## config.mk

```make
export PLATFORM = sky130hd
export DESIGN_NAME = burst_addr_seq
export DESIGN_NICKNAME = d
export VERILOG_FILES = /design/src/rtl/burst_seq_pkg.sv /design/src/rtl/burst_beat_ctr.sv /design/src/rtl/burst_start_reg.sv /design/src/rtl/burst_order_map.sv /design/src/rtl/burst_addr_seq.sv
export SDC_FILE = /design/constraint.sdc
export NUM_CORES = 1
export LEC_CHECK = 0
export BUFFER_PORTS_ARGS = -buffer_cell sky130_fd_sc_hd__clkbuf_2
export CAP_MARGIN = 30
export CELL_PAD_IN_SITES_DETAIL_PLACEMENT = 0
export CELL_PAD_IN_SITES_GLOBAL_PLACEMENT = 1
export CORE_MARGIN = 2
export CORE_UTILIZATION = 33
export DETAILED_ROUTE_END_ITERATION = 8
export PLACE_DENSITY = 0.8
export SETUP_SLACK_MARGIN = 0.1
export SYNTH_ARGS = -nofsm -noshare
export SYNTH_HDL_FRONTEND = slang
export SYNTH_SLANG_ARGS = --single-unit
export TNS_END_PERCENT = 1
```

## constraint.sdc

```tcl
create_clock -name clk -period 3 [get_ports clk]
set_input_delay 0.9 -clock clk [delete_from_list [all_inputs] [get_ports clk]]
set_output_delay 0.9 -clock clk [all_outputs]
set_load 0.005 [all_outputs]
```

## src/rtl/burst_seq_pkg.sv

```systemverilog
package burst_seq_pkg;
  localparam int unsigned BEAT_W = 2;

  typedef enum logic {
    ORDER_LINEAR = 1'b0,
    ORDER_XOR    = 1'b1
  } order_e;

  // Low address bits for a given beat in the selected order.
  function automatic logic [BEAT_W-1:0] beat_low(
    input logic [BEAT_W-1:0] base,
    input logic [BEAT_W-1:0] beat,
    input order_e            order
  );
    logic [BEAT_W-1:0] r;
    if (order == ORDER_XOR) r = base ^ beat;
    else                    r = base + beat;
    return r;
  endfunction

  function automatic logic [BEAT_W-1:0] beat_next(input logic [BEAT_W-1:0] beat);
    return beat + 1'b1;
  endfunction
endpackage

```

## src/rtl/burst_beat_ctr.sv

```systemverilog
module burst_beat_ctr
  import burst_seq_pkg::*;
(
  input  logic              clk,
  input  logic              rst,
  input  logic              load_i,
  input  logic              step_i,
  output logic [BEAT_W-1:0] beat_o
);
  logic [BEAT_W-1:0] beat_q;

  always_ff @(posedge clk) begin
    if (rst)         beat_q <= '0;
    else if (load_i) beat_q <= '0;
    else if (step_i) beat_q <= beat_next(beat_q);
  end

  assign beat_o = beat_q;

  AST_BEAT_STEP: assert property (@(posedge clk) disable iff (rst)
    (!load_i && step_i) |=> (beat_o == BEAT_W'($past(beat_o) + 1)));
  AST_BEAT_LOAD_ZERO: assert property (@(posedge clk) disable iff (rst)
    load_i |=> (beat_o == '0));
endmodule

```

## src/rtl/burst_start_reg.sv

```systemverilog
module burst_start_reg #(
  parameter int unsigned ADDR_W = 8
) (
  input  logic              clk,
  input  logic              rst,
  input  logic              load_i,
  input  logic [ADDR_W-1:0] start_i,
  output logic [ADDR_W-1:0] q_o
);
  logic [ADDR_W-1:0] q_r;

  always_ff @(posedge clk) begin
    if (rst)         q_r <= '0;
    else if (load_i) q_r <= start_i;
  end

  assign q_o = q_r;

  AST_START_CAPTURE: assert property (@(posedge clk) disable iff (rst)
    load_i |=> (q_o == $past(start_i)));
  AST_START_HELD: assert property (@(posedge clk) disable iff (rst)
    !load_i |=> $stable(q_o));
endmodule

```

## src/rtl/burst_order_map.sv

```systemverilog
module burst_order_map
  import burst_seq_pkg::*;
#(
  parameter int unsigned ADDR_W = 8
) (
  input  logic [ADDR_W-1:0] base_i,
  input  logic [BEAT_W-1:0] beat_i,
  input  logic              mode_i,
  output logic [ADDR_W-1:0] addr_o
);
  localparam int unsigned HI_W = ADDR_W - BEAT_W;

  logic [BEAT_W-1:0] low_w;
  order_e            order_w;

  assign order_w = order_e'(mode_i);
  assign low_w   = beat_low(base_i[BEAT_W-1:0], beat_i, order_w);

  generate
    if (HI_W > 0) begin : g_upper
      assign addr_o = {base_i[ADDR_W-1:BEAT_W], low_w};
    end else begin : g_low_only
      assign addr_o = low_w;
    end
  endgenerate
endmodule

```

## src/rtl/burst_addr_seq.sv

```systemverilog
module burst_addr_seq
  import burst_seq_pkg::*;
#(
  parameter int unsigned ADDR_W = 8
) (
  input  logic              clk,
  input  logic              rst,
  input  logic              load,
  input  logic              advance_n,
  input  logic              mode,
  input  logic [ADDR_W-1:0] start_addr,
  output logic [ADDR_W-1:0] addr_o,
  output logic [BEAT_W-1:0] beat_o
);
  // Named internal events for the checks below.
  logic              load_evt;
  logic              step_evt;
  logic [ADDR_W-1:0] base_w;
  logic [BEAT_W-1:0] beat_w;

  assign load_evt = load;
  assign step_evt = !advance_n;

  burst_start_reg #(.ADDR_W(ADDR_W)) start_reg_i (
    .clk    (clk),
    .rst    (rst),
    .load_i (load_evt),
    .start_i(start_addr),
    .q_o    (base_w)
  );

  burst_beat_ctr beat_ctr_i (
    .clk   (clk),
    .rst   (rst),
    .load_i(load_evt),
    .step_i(step_evt),
    .beat_o(beat_w)
  );

  burst_order_map #(.ADDR_W(ADDR_W)) order_map_i (
    .base_i(base_w),
    .beat_i(beat_w),
    .mode_i(mode),
    .addr_o(addr_o)
  );

  assign beat_o = beat_w;

  AST_RESET_CLEAR: assert property (@(posedge clk) disable iff (rst)
    $fell(rst) |-> (beat_o == '0 && addr_o == '0));
  AST_SUSPEND_HOLDS: assert property (@(posedge clk) disable iff (rst)
    (!load_evt && !step_evt) |=> ($stable(addr_o) && $stable(beat_o)));
  AST_BEAT0_IS_START: assert property (@(posedge clk) disable iff (rst)
    (beat_o == '0) |-> (addr_o == base_w));
  AST_WRAP_TO_START: assert property (@(posedge clk) disable iff (rst)
    (!load_evt && step_evt && beat_o == 2'd3) |=>
      (beat_o == '0 && addr_o[BEAT_W-1:0] == base_w[BEAT_W-1:0]));
  AST_GROUP_FIXED: assert property (@(posedge clk) disable iff (rst)
    !load_evt |=> (addr_o[ADDR_W-1:BEAT_W] == $past(addr_o[ADDR_W-1:BEAT_W])));
endmodule

```

==> results_tabular.tex <==
\begin{tabular}{lr}
\hline
Metric & Value \\
\hline
\multicolumn{2}{l}{\textbf{Status}} \\
\quad Status & complete, no violations \\
\multicolumn{2}{l}{\textbf{Setup path}} \\
\quad CP Launch Type & input port \\
\quad Total buffers and inverters traversed by the critical path & 2 \\
\quad Slowest stage cell, crit path & sky130\_fd\_sc\_hd\_\_nor2b\_1 \\
\quad Critical path required time & 2.10 ns \\
\quad Signal arrival time at the worst endpoint & 1.35 ns \\
\quad Slowest Stage Delay on Critical Path & 0.13 ns \\
\quad WS Path Type & in -> out \\
\quad Critical path capture point type & output pin \\
\quad Top fanout value on the critical path & 1 \\
\quad Crit-path most repeated cell & sky130\_fd\_sc\_hd\_\_clkbuf\_2 \\
\quad Family of cells with the greatest summed delay on the critical path & buffers and inverters \\
\quad Worst path cell trace & clkbuf\_2 -> nor2b\_1 -> xnor2\_1 -> clkbuf\_2 \\
\multicolumn{2}{l}{\textbf{Global routing}} \\
\quad Number of global-route vias before repair & 299 \\
\quad Global-route wire length before repair & 1150 um \\
\quad Pin count of the biggest net entering global routing & 11 \\
\quad Total gr overflow & 0 \\
\quad Initial antenna violation count & 0 \\
\quad Total track usage & 10.9\% \\
\multicolumn{2}{l}{\textbf{Placed design}} \\
\quad Global placer's final weighted congestion & 0.558 \\
\quad \# port buffers & 22 \\
\quad Post-detailed-placement cell area & 524 sq um \\
\quad Detailed placement HPWL & 534 um \\
\multicolumn{2}{l}{\textbf{Synthesis}} \\
\quad Most used standard cells in the synthesized netlist & 10 x sky130\_fd\_sc\_hd\_\_dfxtp\_1, 8 x sky130\_fd\_sc\_hd\_\_mux2i\_1, 8 x sky130\_fd\_sc\_hd\_\_nor2\_1, 6 x sky130\_fd\_sc\_hd\_\_buf\_4, 3 x sky130\_fd\_sc\_hd\_\_xnor2\_1 \\
\quad Number of storage elements in the synthesis netlist & 10 \\
\quad Total standard cell area after synthesis & 457 sq um \\
\quad Number of enable flip-flop cells after synthesis & 0 \\
\quad Share of synthesized flip-flops with an asynchronous set or reset & 0\% \\
\quad Mapped Avg Cell Area & 10.6 sq um \\
\quad Net count after synthesis & 57 \\
\quad Synth Instances & 43 \\
\quad Flip-flop cell with the highest count after synthesis & sky130\_fd\_sc\_hd\_\_dfxtp\_1 \\
\quad Cell type with the largest total area after synthesis & sky130\_fd\_sc\_hd\_\_dfxtp\_1 \\
\quad Warning count from the yosys run & 0 \\
\quad Count of cell types in the netlist & 13 \\
\quad Sequential fraction of the synthesis area & 43.8\% \\
\quad Proportion of netlist area held by the largest area contributor & 43.8\% \\
\quad Most frequent cell after synthesis & sky130\_fd\_sc\_hd\_\_dfxtp\_1 \\
\quad Biggest area contributors in the synthesized netlist & sky130\_fd\_sc\_hd\_\_dfxtp\_1 44\%, sky130\_fd\_sc\_hd\_\_mux2i\_1 18\%, sky130\_fd\_sc\_hd\_\_buf\_4 9.9\% \\
\multicolumn{2}{l}{\textbf{Floorplan}} \\
\quad Die height & 41.2 um \\
\quad Floorplan core area & 1300 sq um \\
\quad Die footprint & 1700 sq um \\
\quad Chip width & 41.2 um \\
\quad I/O pin count & 23 \\
\quad Cell Rows & 13 \\
\quad Starting Density & 35.1\% \\
\multicolumn{2}{l}{\textbf{STA}} \\
\quad Final sum of negative setup slack & 0 ns \\
\quad Fmax & 443 MHz \\
\quad Count of final max-slew check failures & 0 \\
\quad Setup-failing EPs final & 0 \\
\quad Max transition margin & 78.6\% \\
\quad Final cycle utilization of the critical path & 75.2\% \\
\quad Period minus WS final & 2.25 ns \\
\quad RSZ-0062 raised after global routing & no \\
\quad Clock Skews & 0.000454 ns \\
\quad Hold violation total from the final report & 0 \\
\quad Transition time of the tightest slew-check pin & 0.321 ns \\
\multicolumn{2}{l}{\textbf{Routing}} \\
\quad Count of antenna-violating nets left after detailed routing & 0 \\
\quad Number of vias after detailed routing & 324 \\
\quad Via-per-instance ratio & 4.26 \\
\quad Final wirelength & 727 um \\
\quad Routed wirelength normalized by instance count & 9.57 um \\
\quad First-iteration detailed-routing DRC count & 0 \\
\quad DRC violation count after routing & 0 \\
\quad First drt pass iteration count & 1 \\
\multicolumn{2}{l}{\textbf{Clock tree}} \\
\quad Total number of H-tree levels & 1 \\
\quad Cts bufs inserted & 3 \\
\quad Post-CTS Hold Buffers & 0 \\
\quad Clock network latency to the later pin of the worst-skew pair & 0.26 ns \\
\quad Count of clock tree sinks & 10 \\
\quad Clock Tree Root & sky130\_fd\_sc\_hd\_\_clkbuf\_4 \\
\quad Resized Gates After CTS & 0 \\
\quad Post-CTS setup buffer count & 0 \\
\quad Clock slew seen by the registers of the worst setup and hold paths & 0.06 ns \\
\quad Buffer levels on the longest clock path & 2 \\
\quad TritonCTS clock tree & yes \\
\multicolumn{2}{l}{\textbf{Cells and area}} \\
\quad \# diodes & 0 \\
\quad Net total in the final layout & 76 \\
\quad Final Cell Area & 561 sq um \\
\quad Fraction of layout instances using a drive strength above 1 & 49.2\% \\
\quad Synth-to-Final Area Change & 22.7\% \\
\quad FILL cells & 148 \\
\multicolumn{2}{l}{\textbf{Power}} \\
\quad Power density over the cells & 533 nW/um\^{}2 \\
\quad Power consumption & 299 uW \\
\quad Peak VDD IR & 0.228 mV \\
\quad Leakage & 0.000286 uW \\
\multicolumn{2}{l}{\textbf{Flow run}} \\
\quad MaxCap Viol Count & 0 \\
\multicolumn{2}{l}{\textbf{Hold path}} \\
\quad Path type of the worst min-delay path & reg -> reg \\
\hline
\end{tabular}
==> worst register-to-register path: cells and delay by family, from the launching register on <==
family,cells,cell delay [ns]
xor gates and xnor gates,1,0.15
and+or+nand+nor,2,0.25
DFF,1,0.36
==> layout by cell type (no fill, tap or decap), types with 3 or more instances in the layout <==
cell,n
sky130_fd_sc_hd__xnor2_1,3
sky130_fd_sc_hd__mux2i_1,8
sky130_fd_sc_hd__nor2_1,8
sky130_fd_sc_hd__clkbuf_4,3
sky130_fd_sc_hd__dfxtp_1,10
sky130_fd_sc_hd__clkbuf_2,22
==> layout make-up <==
cell class	count	area [sq um]	area share, %
sequential	10	200	35.7
timing repair buffer	22	110	19.6
tap	15	18.8	3.35
multi-input combinational	25	195	34.8
clock buffer	4	36.3	6.47
==> flip-flops by register name, indices dropped and copies added, names as in the netlist <==
name	count
beat_ctr_i.beat_o	2
start_reg_i.q_o	8
==> routing by layer <==
| metal | vias up | GRT usage [%] | part of all wire (%) |
|---|---|---|---|
| met1 | 138 | 13.0 | 46 |
| met4 | 0 | 9.68 | 0.83 |
| met3 | 2 | 3.26 | 8.1 |
| met2 | 15 | 15.6 | 45 |
| met5 | - | 0 | 0 |
| li1 | 169 | - | - |
==> kinds of logic (layout without fill, tap and decap cells) <==
kind of cell,after synthesis,after routing,synth area share [%]
simple gates,13,13,16.7
flops,10,10,43.8
mux,8,8,17.5
buf+inv,8,26,13.4
xor+xnor,3,3,5.75
fa+ha+maj,1,1,2.74
==> report_power, final <==
group | switching (uW) | total [uW] | internal [uW]
registers | 4.14 | 144 | 140
logic | 15.8 | 36.4 | 20.6
clock network | 44.5 | 118 | 73.6
total | 64.5 | 299 | 234
==> through the flow <==
step           util, %  std cells  setup slack, ns  hold slack (ns)
2_1_floorplan        -         43            0.947            0.462
3_3_place_gp      40.3         72            0.752            0.474
3_5_place_dp      40.3         72            0.733            0.486
4_1_cts           43.1         76            0.733            0.501
5_1_grt           43.1         76            0.660            0.529
6_report          43.1         76            0.745            0.494
==> worst paths after layout <==
check	cells past startpoint	end	from	slack, ns
worst max-delay path	4	addr_o[1]	mode	0.75
worst min-delay path	2	start_reg_i.q_o[6]$_SDFFE_PP0P_	start_reg_i.q_o[6]$_SDFFE_PP0P_	0.49
worst max register to register	3	beat_ctr_i.beat_o[1]$_SDFFE_PP0N_	beat_ctr_i.beat_o[0]$_SDFFE_PP0N_	2.12
worst min register to register	2	start_reg_i.q_o[6]$_SDFFE_PP0P_	start_reg_i.q_o[6]$_SDFFE_PP0P_	0.49
(Power assumes the default switching activity.)
